`src/rtl/iolatch_pkg.sv`:
```
package iolatch_pkg;
    localparam int ADDR_W_DEF = 8;
    localparam int SLOT_W_DEF = 3;
    localparam int CH_N_DEF   = 6;
    localparam int SENS_N_DEF = 2;

    typedef enum logic [1:0] {
        BUS_IDLE  = 2'b00,
        BUS_WRITE = 2'b01,
        BUS_READ  = 2'b10
    } bus_op_e;
endpackage

```
`src/rtl/iol_slot_decode.sv`:
```
module iol_slot_decode #(
    parameter int ADDR_W    = iolatch_pkg::ADDR_W_DEF,
    parameter int SLOT_W    = iolatch_pkg::SLOT_W_DEF,
    parameter int PORT_SLOT = 1
) (
    input  logic                     clk,
    input  logic                     rst_n,
    input  logic [ADDR_W-1:0]        addr,
    input  logic                     iorq_n,
    input  logic                     rd_n,
    input  logic                     wr_n,
    output logic [(1<<SLOT_W)-1:0]   slot_sel_n,
    output iolatch_pkg::bus_op_e     op
);
    localparam int LOW_W   = ADDR_W - SLOT_W;
    localparam int SLOT_N  = 1 << SLOT_W;

    logic low_ok;
    logic [SLOT_W-1:0] slot_idx;

    assign low_ok   = &addr[LOW_W-1:0];
    assign slot_idx = addr[ADDR_W-1:LOW_W];

    for (genvar k = 0; k < SLOT_N; k++) begin : g_slot
        assign slot_sel_n[k] = !(!iorq_n && low_ok && (slot_idx == SLOT_W'(k)));
    end

    always_comb begin
        op = iolatch_pkg::BUS_IDLE;
        if (!slot_sel_n[PORT_SLOT]) begin
            if (!wr_n)      op = iolatch_pkg::BUS_WRITE;
            else if (!rd_n) op = iolatch_pkg::BUS_READ;
        end
    end


    dec_onehot_chk: assert property (@(posedge clk) disable iff (!rst_n)
        $onehot0(~slot_sel_n));

    even_addr_chk: assert property (@(posedge clk) disable iff (!rst_n)
        !addr[0] |-> (&slot_sel_n));
endmodule

```
`src/rtl/iol_chan_latch.sv`:
```
module iol_chan_latch #(
    parameter int CH_N = iolatch_pkg::CH_N_DEF
) (
    input  logic                 clk,
    input  logic                 rst_n,
    input  iolatch_pkg::bus_op_e op,
    input  logic [CH_N-1:0]      wdata,
    output logic [CH_N-1:0]      val
);
    typedef struct packed {
        logic [CH_N-1:0] val;
    } state_t;

    state_t st_d, st_q;

    always_comb begin
        st_d = st_q;
        if (op == iolatch_pkg::BUS_WRITE) st_d.val = wdata;
    end

    always_ff @(posedge clk or negedge rst_n) begin
        if (!rst_n) st_q <= '0;
        else        st_q <= st_d;
    end

    assign val = st_q.val;


    latch_hold_chk: assert property (@(posedge clk) disable iff (!rst_n)
        (op != iolatch_pkg::BUS_WRITE) |=> $stable(val));
endmodule

```
`src/rtl/iol_snapshot.sv`:
```
module iol_snapshot #(
    parameter int CH_N   = iolatch_pkg::CH_N_DEF,
    parameter int SENS_N = iolatch_pkg::SENS_N_DEF
) (
    input  logic                      clk,
    input  logic                      rst_n,
    input  iolatch_pkg::bus_op_e      op,
    input  logic [CH_N-1:0]           chan,
    input  logic [SENS_N-1:0]         sensor,
    output logic [CH_N+SENS_N-1:0]    rd_data,
    output logic                      rd_oe
);
    localparam int DATA_W = CH_N + SENS_N;

    typedef struct packed {
        logic [DATA_W-1:0] snap;
    } state_t;

    state_t st_d, st_q;
    logic   reading;

    assign reading = (op == iolatch_pkg::BUS_READ);

    always_comb begin
        st_d = st_q;
        if (!reading) st_d.snap = {sensor, chan};
    end

    always_ff @(posedge clk or negedge rst_n) begin
        if (!rst_n) st_q <= '0;
        else        st_q <= st_d;
    end

    assign rd_data = st_q.snap;
    assign rd_oe   = reading;


    snap_freeze_chk: assert property (@(posedge clk) disable iff (!rst_n)
        reading |=> $stable(rd_data));
endmodule

```
`src/rtl/io_chan_latch.sv`:
```
module io_chan_latch #(
    parameter int ADDR_W    = iolatch_pkg::ADDR_W_DEF,
    parameter int SLOT_W    = iolatch_pkg::SLOT_W_DEF,
    parameter int CH_N      = iolatch_pkg::CH_N_DEF,
    parameter int SENS_N    = iolatch_pkg::SENS_N_DEF,
    parameter int PORT_SLOT = 1
) (
    input  logic                        clk,
    input  logic                        rst_n,
    input  logic [ADDR_W-1:0]           addr,
    input  logic                        iorq_n,
    input  logic                        rd_n,
    input  logic                        wr_n,
    input  logic [CH_N+SENS_N-1:0]      wdata,
    input  logic [SENS_N-1:0]           sensor,
    input  logic                        kill,
    output logic [CH_N+SENS_N-1:0]      rd_data,
    output logic                        rd_oe,
    output logic [CH_N-1:0]             chan_out,
    output logic                        chan_oe,
    output logic [(1<<SLOT_W)-1:0]      slot_sel_n
);
    localparam int DATA_W = CH_N + SENS_N;

    iolatch_pkg::bus_op_e op;
    logic [CH_N-1:0]      chan_val;
    logic                 unused_hi;

    assign unused_hi = ^wdata[DATA_W-1:CH_N];

    iol_slot_decode #(
        .ADDR_W(ADDR_W), .SLOT_W(SLOT_W), .PORT_SLOT(PORT_SLOT)
    ) u_dec (
        .clk(clk), .rst_n(rst_n), .addr(addr), .iorq_n(iorq_n),
        .rd_n(rd_n), .wr_n(wr_n), .slot_sel_n(slot_sel_n), .op(op)
    );

    iol_chan_latch #(.CH_N(CH_N)) u_latch (
        .clk(clk), .rst_n(rst_n), .op(op),
        .wdata(wdata[CH_N-1:0]), .val(chan_val)
    );

    iol_snapshot #(.CH_N(CH_N), .SENS_N(SENS_N)) u_snap (
        .clk(clk), .rst_n(rst_n), .op(op), .chan(chan_val),
        .sensor(sensor), .rd_data(rd_data), .rd_oe(rd_oe)
    );

    assign chan_out = chan_val;
    assign chan_oe  = !kill;


    rd_oe_strobe_chk: assert property (@(posedge clk) disable iff (!rst_n)
        rd_oe |-> (!rd_n && !iorq_n && !slot_sel_n[PORT_SLOT]));

    kill_store_chk: assert property (@(posedge clk) disable iff (!rst_n)
        (kill && wr_n) |=> $stable(chan_out));
endmodule

```
`config.mk`:
```
export PLATFORM = sky130hd
export DESIGN_NAME = io_chan_latch
export DESIGN_NICKNAME = d
export VERILOG_FILES = /design/src/rtl/iolatch_pkg.sv /design/src/rtl/iol_slot_decode.sv /design/src/rtl/iol_chan_latch.sv /design/src/rtl/iol_snapshot.sv /design/src/rtl/io_chan_latch.sv
export SDC_FILE = /design/constraint.sdc
export NUM_CORES = 1
export LEC_CHECK = 0
export ABC_AREA = 1
export ABC_CLOCK_PERIOD_IN_PS = 2100
export BUFFER_PORTS_ARGS = -buffer_cell sky130_fd_sc_hd__buf_2
export CAP_MARGIN = 25
export CORE_AREA = 4 4 47 49
export DETAILED_ROUTE_END_ITERATION = 7
export DIE_AREA = 0 0 51 53
export PLACE_DENSITY = 0.79
export SKIP_CTS_REPAIR_TIMING = 1
export SLEW_MARGIN = 20
export SYNTH_ARGS = -nofsm -noshare
export SYNTH_HDL_FRONTEND = slang
export SYNTH_HIERARCHICAL = 1
export SYNTH_SLANG_ARGS = --single-unit
```
`constraint.sdc`:
```
create_clock -name clk -period 2.1 [get_ports clk]
set_clock_uncertainty 0.15 [all_clocks]
set_input_delay 0.105 -clock clk [delete_from_list [all_inputs] [get_ports clk]]
set_output_delay 0.105 -clock clk [all_outputs]
set_load 0.005 [all_outputs]
```
==> reports/metrics.cfg, run 1 <==
[clocking]
h-tree-depth = 1
clk_path_buf_depth = 2
clock_sinks = 14
ctsRootBufferMaster = clkbuf_4
clock_latency_ns = 0.26
cts_tree = done
path_clk_slew_ns = 0.07
cts-buffers-inserted = 3

[worst_setup_path]
worstSetupStartpointType = input pin
crit_arrival_ns = 1.29
critPathCapture = rd_oe
end_kind = output port
r2r_cells = 2
r2r_setup_slack_ns = 1.30
r2r-start = u_latch/val[4]$_DFFE_PN0N_
critPathMaxFanout = 9
critPathLaunch = addr[2]
critical_path_class = in2out
r2r_end = u_latch/val[4]$_DFFE_PN0N_
worst-endpoint-required_ns = 1.85

[power]
totalPowerFinal_w = 0.000498
irDropWorstVdd_mv = 0.240
cellPowerDensity_nw_per_um2 = 445
p_leak_nw = 0.648

[floorplan]
rows = 16
die_h_um = 53
die-area_um2 = 2700
start_util_pct = 40.3
fp.dieW_um = 51
coreArea_um2 = 1860
boundaryPins = 48

[routing]
drc = 0
ant_nets = 0
drt_iter0_markers = 13
drt-wirelength-per-cell_um = 11.0
via_count = 813
dr.pass1.iters = 4
wirelength_um = 1900
drt-vias-per-instance = 4.70

[placed_design]
pre_cts_ws_ns = 0.344
placed_cell_area_um2 = 1010
io_buffers = 45
routabilityCongestion = 0.716
dp_hpwl_um = 1410

[synth]
synth_cell_types = 15
syn_inst = 89
synth_seq_area_share_pct = 46.7
synthesis.area_um2 = 751
avgSynthCellArea_um2 = 8.44
yosysWarnings = 6
ys_ff_latch = 14
synth_nets = 113

[hold_path]
hold_path.class = in2reg

[sta]
setup_viol = 0
post-route-worst-setup-slack_ns = 0.554
tightestPinTransition_ns = 0.518
finalCriticalPeriod_ns = 1.55
setup-tns-final_ns = 0
finalHoldViolations = 0
whs_ns = 0.0468
maxSlewViolCount = 0
max_slew_margin_pct = 65.4
period_share_pct = 73.6
clock.fmax_ghz = 0.647
rsz0062_at_grt = no

[finish]
layout-drive-gt1-share_pct = 43.2
syn_to_final_growth_pct = 49.0
design_area_um2 = 1120
antenna-diode-count = 0
nets = 172

[global_route]
antenna_found_initial = 0
grt_usage_pct = 14.0
grt_pass1_wl_um = 2870
grt_remaining_overflow = 0
grt_max_degree = 15
grt_pass1_vias = 702

[job]
maxCapViolations = 0

[run_status]
outcome = completed

## cells by family after synthesis
kind of cell,after synthesis,share of synthesized area [%]
buffers and inverters,11,6.83
flip-flops,14,46.7
AND/OR/NAND/NOR,64,46.5
## layout make-up
| cell class | count | area, um^2 |
|---|---|---|
| multi-input combinational | 64 | 349 |
| inverter | 10 | 40.0 |
| fill | 174 | 743 |
| sequential | 14 | 350 |
| clock buffer | 3 | 22.5 |
| timing repair buffer | 55 | 323 |
| tap | 27 | 33.8 |
## registers in the layout, indices dropped and copies added (netlist names)
name and count:
u_snap/rd_data 8, u_latch/val 6
## cell usage in the layout (no fill, tap or decap)
cell	netlist	layout
nand2_1	29	29
dfrtp_1	14	14
nand3_4	1	1
inv_2	1	1
dlygate4sd3_1	0	9
nand4_1	7	7
clkbuf_4	0	3
nand2_2	5	5
inv_1	8	8
nor2_8	1	1
inv_4	1	1
buf_4	0	1
nor2_4	1	1
nor2_2	3	3
nand2_8	1	1
buf_2	0	45
nand3_1	14	14
nor2_1	2	2
## power breakdown
| part | switching [W] | leakage (nW) | internal, W | total, W |
|---|---|---|---|---|
| Combinational | 0.0000384 | 0.445 | 0.0000391 | 0.0000775 |
| Clock | 0.0000717 | 0.0138 | 0.0000662 | 0.000138 |
| Sequential | 0.00000525 | 0.190 | 0.000277 | 0.000283 |
## cell usage after synthesis
master	count	area, um^2
nand2_8	1	20.0
nand3_4	1	17.5
nor2_8	1	20.0
dfrtp_1	14	350
nor2_2	3	18.8
nand2_1	29	109
inv_2	1	3.75
nand2_2	5	31.3
nand4_1	7	43.8
inv_1	8	30.0
nor2_1	2	7.51
buf_6	1	11.3
nor2_4	1	11.3
nand3_1	14	70.1
inv_4	1	6.26
## how the worst min path moves through the flow
stage           from                             to  cells past startpoint
2_1_floorplan  rst_n     u_latch/val[0]$_DFFE_PN0N_                      0
3_3_place_gp   rst_n  u_snap/rd_data[7]$_DFFE_PN0P_                      1
3_5_place_dp   rst_n  u_snap/rd_data[6]$_DFFE_PN0P_                      1
4_1_cts        rst_n  u_snap/rd_data[6]$_DFFE_PN0P_                      1
5_1_grt         wr_n     u_latch/val[2]$_DFFE_PN0N_                      4
6_report        wr_n     u_latch/val[2]$_DFFE_PN0N_                      4
## routing by layer
layer / vias to the layer above / wire, um / global-route usage, %
met5: - / 0 / 0
met4: 0 / 4 / 6.73
met3: 2 / 178 / 3.38
met2: 44 / 941 / 24.2
met1: 359 / 779 / 16.2
li1: 408 / - / -
## critical path, cell delays in order
cell and delay [ns]:
buf_2 0.07, nand2_1 0.11, nor2_8 0.17, nand3_4 0.10, nor2_2 0.32, inv_4 0.13, nand2_8 0.12, inv_1 0.04
buf_2 0.11
## stage by stage
step | cells | utilization [%]
after detailed placement | 161 | 54.0
after CTS | 164 | 55.2
after global placement | 161 | 54.0
after global routing | 173 | 60.1
final | 173 | 60.1
after floorplan | 89 | -
Note: power is estimated with default switching activity, not from simulation.
==> run 2, diff against run 1 <==
- ABC_CLOCK_PERIOD_IN_PS: 2100 -> 1500
- CORE_AREA: 4 4 47 49 -> 4 4 48 50
- DIE_AREA: 0 0 51 53 -> 0 0 52 54
- PLACE_DENSITY: 0.79 -> 0.76
- clock period: 2.1 -> 1.5 ns (I/O delays scaled with it)
==> run 2 against run 1 <==
Cell count grew 1.7%. First-iteration DRC count is 15% lower. Global-route usage about the same. Worst hold slack gained 0.018 ns. Sequential power is 40% higher. Critical path type unchanged. Critical path depth unchanged. Worst setup slack got worse by 0.39 ns. Highest routed layer unchanged. Die area is 3.9% higher. Clock-buffer cell count rose by 1.
==> reports/metrics.cfg, run 2 (synthesis gave the netlist of run 1 again) <==
[worst_setup_path]
crit_path_max_incr_delay_ns = 0.22
cp_slowest_cell = nor2_2
end_kind = output port
path_cells = buf_2, nand2_1, nor2_8, nand3_4, nor2_2, inv_4, nand2_8, inv_1, buf_2
cp_common_cell = buf_2
critPathMaxFanout = 9
crit_arrival_ns = 1.11
worst-endpoint-required_ns = 1.27
worstSetupStartpointType = input pin
critical_path_class = in2out

[finish]
antenna-diode-count = 0
fin_cells = 176
nets = 174
layout-drive-gt1-share_pct = 44.3
final_cell_mix = 45 x buf_2, 29 x nand2_1, 14 x nand3_1, 14 x dfrtp_1, 9 x dlygate4sd3_1
design_area_um2 = 1160
layout_commonest_cell = buf_2
largest_register_ff_count = 8
syn_to_final_growth_pct = 54.5

[sta]
rsz0062_at_grt = no
setup_viol = 0
period_share_pct = 89.1
setup-tns-final_ns = 0
finalCriticalPeriod_ns = 1.34
max_slew_margin_pct = 79.9
tightestPinTransition_ns = 0.301
clock.fmax_ghz = 0.748
maxSlewViolCount = 0
whs_ns = 0.0652
finalHoldViolations = 0

[power]
totalPowerFinal_w = 0.000766
switching_share_pct = 22.8
switchingPower_w = 0.000175
p_seq_share_pct = 51.7
cellPowerDensity_nw_per_um2 = 660
comb_power_share_pct = 14.1
intPower_w = 0.000591
p_leak_nw = 0.669
p_clk_share_pct = 34.2
irDropWorstVdd_mv = 0.282

[placed_design]
routabilityCongestion = 0.696
dp_hpwl_um = 1480
dp.cells = 163
placed_cell_area_um2 = 1030
io_buffers = 45

[floorplan]
rows = 16
die-area_um2 = 2810
start_util_pct = 39.5
fp.dieW_um = 52
coreArea_um2 = 1900
die_h_um = 54
boundaryPins = 48

[clocking]
clk_path_buf_depth = 2
h-tree-depth = 1
clock_latency_ns = 0.28
ctsRootBufferMaster = clkbuf_4
clock_sinks = 14
cts-buffers-inserted = 3
cts_tree = done
path_clk_slew_ns = 0.08

[job]
maxCapViolations = 0

[routing]
ant_nets = 0
drt-wirelength-per-cell_um = 11.0
drt_iter0_markers = 11
drt-vias-per-instance = 4.66
via_count = 821
wirelength_um = 1940
drc = 0
dr.pass1.iters = 4

[global_route]
grt_usage_pct = 14.0
grt_remaining_overflow = 0
antenna_found_initial = 0
grt_pass1_wl_um = 2940
grt_max_degree = 15
grt_pass1_vias = 719

[hold_path]
hold_path.class = in2async

[run_status]
outcome = completed

[run 2: power by group through the flow]
stage                     Combinational, W  Sequential [W]  Clock (W)
after global routing              0.000121        0.000397   0.000291
final                             0.000108        0.000396   0.000262
after floorplan                  0.0000325        0.000404          0
after detailed placement         0.0000911        0.000403          0
after CTS                        0.0000913        0.000396   0.000273
after global placement           0.0000873        0.000402          0
[run 2: layout make-up]
cell class | instances | area (um^2)
Inverter | 10 | 40.0
Clock buffer | 4 | 36.3
Sequential cell | 14 | 350
Multi-Input combinational cell | 64 | 349
Tap cell | 27 | 33.8
Timing Repair Buffer | 57 | 350
Fill cell | 169 | 742
[run 2: routing by layer]
layer	share of wire (%)	up-vias	global-route usage, %
li1	-	413	-
met1	36	370	15.7
met2	54	36	25.7
met3	9.4	2	3.05
met4	0.98	0	5.24
met5	0	-	0
[run 2: worst max-delay path, delay by kind of cell]
kind | cells | cell delay (ns)
and+or+nand+nor | 5 | 0.69
buffers and inverters | 4 | 0.34
[run 2: path summary, 6_finish.rpt]
check / from / to / slack (ns) / cells after the start
worst max-delay path: addr[2] / rd_oe / 0.16 / 9
worst min-delay path: rst_n / u_snap/rd_data[5]$_DFFE_PN0P_ / 0.07 / 2
worst max register to register: u_snap/rd_data[5]$_DFFE_PN0P_ / u_snap/rd_data[5]$_DFFE_PN0P_ / 0.71 / 2
worst min register to register: u_latch/val[2]$_DFFE_PN0N_ / u_latch/val[2]$_DFFE_PN0N_ / 0.36 / 2
max in group asynchronous: rst_n / u_latch/val[4]$_DFFE_PN0N_ / 0.91 / 2
min in group clk: wr_n / u_latch/val[2]$_DFFE_PN0N_ / 0.07 / 5
[run 2: through the flow]
stage                     util, %  setup WS (ns)
after global placement       54.3          0.160
after global routing         61.0         0.0391
after detailed placement     54.3          0.141
final                        61.0          0.163
after floorplan                 -          0.287
after CTS                    56.3          0.143
==> run 3, diff against run 2 <==
- CORE_AREA: 4 4 48 50 -> 4 4 46 52
- DIE_AREA: 0 0 52 54 -> 0 0 50 56
- PLACE_DENSITY: 0.76 -> 0.72
- REMOVE_ABC_BUFFERS: default -> 1
==> run 3 against run 2 <==
The run now ends with negative hold slack left. Cell area up 0.11%. Worst setup slack worse by 0.072 ns. Clock power up 5%. Critical endpoint unchanged. Largest cell class unchanged.
==> reports/metrics.cfg, run 3 (synthesis gave the netlist of run 1 again) <==
[placed_design]
routabilityCongestion = 0.784
io_buffers = 45
dp_hpwl_um = 1430
dp.cells = 164

[routing]
drc = 0
drt-vias-per-instance = 4.57
drt_iter0_markers = 11
drt-wirelength-per-cell_um = 11.1
dr.pass1.iters = 4
wirelength_um = 1970
via_count = 809
ant_nets = 0

[global_route]
antenna_found_initial = 0
grt_remaining_overflow = 0
grt_pass1_wl_um = 2970
grt_pass1_vias = 721
grt_max_degree = 15
grt_usage_pct = 13.5

[finish]
largest_register_ff_count = 8
layout_commonest_cell = buf_2
layout-drive-gt1-share_pct = 44.3
final_cell_mix = 45 x buf_2, 29 x nand2_1, 14 x nand3_1, 14 x dfrtp_1, 9 x dlygate4sd3_1
syn_to_final_growth_pct = 54.7
fin_cells = 177
nets = 174
fillers = 194
antenna-diode-count = 0

[job]
maxCapViolations = 0

[sta]
setup-tns-final_ns = 0
finalHoldViolations = 1
clock.fmax_ghz = 0.710
max_slew_margin_pct = 79.0
period_share_pct = 93.9
finalCriticalPeriod_ns = 1.41
whs_ns = -0.0214
tightestPinTransition_ns = 0.316
maxSlewViolCount = 0
setup_viol = 0

[floorplan]
boundaryPins = 48
start_util_pct = 38.8
coreArea_um2 = 1940
die-area_um2 = 2800
die_h_um = 56
fp.dieW_um = 50
rows = 17

[worst_setup_path]
worstSetupStartpointType = input pin
cp_top_family = simple AND/OR/NAND/NOR gates
end_kind = output port
path_cells = buf_2, nand2_1, nor2_8, nand3_4, nor2_2, inv_4, nand2_8, inv_1, buf_2
critical_path_class = in2out
cp.buffers_inverters = 4
cp_common_cell = buf_2
cp_slowest_cell = nor2_2
critPathMaxFanout = 9
worst-endpoint-required_ns = 1.27
crit_path_max_incr_delay_ns = 0.26
crit_arrival_ns = 1.18

[clocking]
clock_latency_ns = 0.28
h-tree-depth = 1
clock_sinks = 14
cts_tree = done
path_clk_slew_ns = 0.09
clk_path_buf_depth = 2
ctsRootBufferMaster = clkbuf_4
cts-buffers-inserted = 3

[run_status]
violations = negative hold slack
outcome = finished, violations left

[hold_path]
hold_path.class = in2reg

[power]
cellPowerDensity_nw_per_um2 = 673
p_leak_nw = 0.669
irDropWorstVdd_mv = 0.317
totalPowerFinal_w = 0.000782

[run 3: cell counts in the layout (fill, tap and decap cells not counted)]
Identical to the previous run, type by type.
[run 3: worst register-to-register path: stages (launching register included)]
cell and delay, ns:
dfrtp_1 0.40, nand2_1 0.09, nand2_1 0.07
[run 3: layout make-up]
cell class | instances | area, um^2 | area share, %
Sequential cell | 14 | 350 | 30.2
Timing Repair Buffer | 57 | 350 | 30.2
Multi-Input combinational cell | 64 | 349 | 30.1
Inverter | 10 | 40.0 | 3.45
Clock buffer | 4 | 36.3 | 3.13
Tap cell | 28 | 35.0 | 3.02
[run 3: layer usage]
layer,GRT usage [%],vias up,wire [um]
met2,22.8,36,1010
met3,4.29,2,161
met5,0,-,0
met1,14.2,361,782
met4,8.30,0,14
li1,-,410,-
[run 3: worst paths after layout]
check	endpoint	slack (ns)	start	cells after the start
max	rd_oe	0.09	addr[2]	9
min	u_latch/val[2]$_DFFE_PN0N_	-0.02	wr_n	4
max reg2reg	u_latch/val[1]$_DFFE_PN0N_	0.68	u_latch/val[1]$_DFFE_PN0N_	2
min reg2reg	u_snap/rd_data[1]$_DFFE_PN0P_	0.36	u_latch/val[1]$_DFFE_PN0N_	2
max in group asynchronous	u_snap/rd_data[6]$_DFFE_PN0P_	0.89	rst_n	2
min in group asynchronous	u_snap/rd_data[1]$_DFFE_PN0P_	0.07	rst_n	2
[run 3: stage by stage]
stage | worst slack [ns] | cell area (um^2) | utilization (%) | hold WS (ns)
finish | 0.0909 | 1160 | 60.0 | -0.0214
detailed placement | 0.110 | 1030 | 53.5 | -0.163
global route | -0.0144 | 1160 | 60.0 | -0.0348
CTS | 0.109 | 1070 | 55.3 | -0.487
floorplan | 0.0668 | 739 | - | -0.371
global placement | 0.131 | 1030 | 53.5 | -0.171
[run 3: where the power goes]
group / internal (W) / switching [W]
logic: 0.0000566 / 0.0000547
clock network: 0.000148 / 0.000128
registers: 0.000388 / 0.00000669
total: 0.000593 / 0.000189
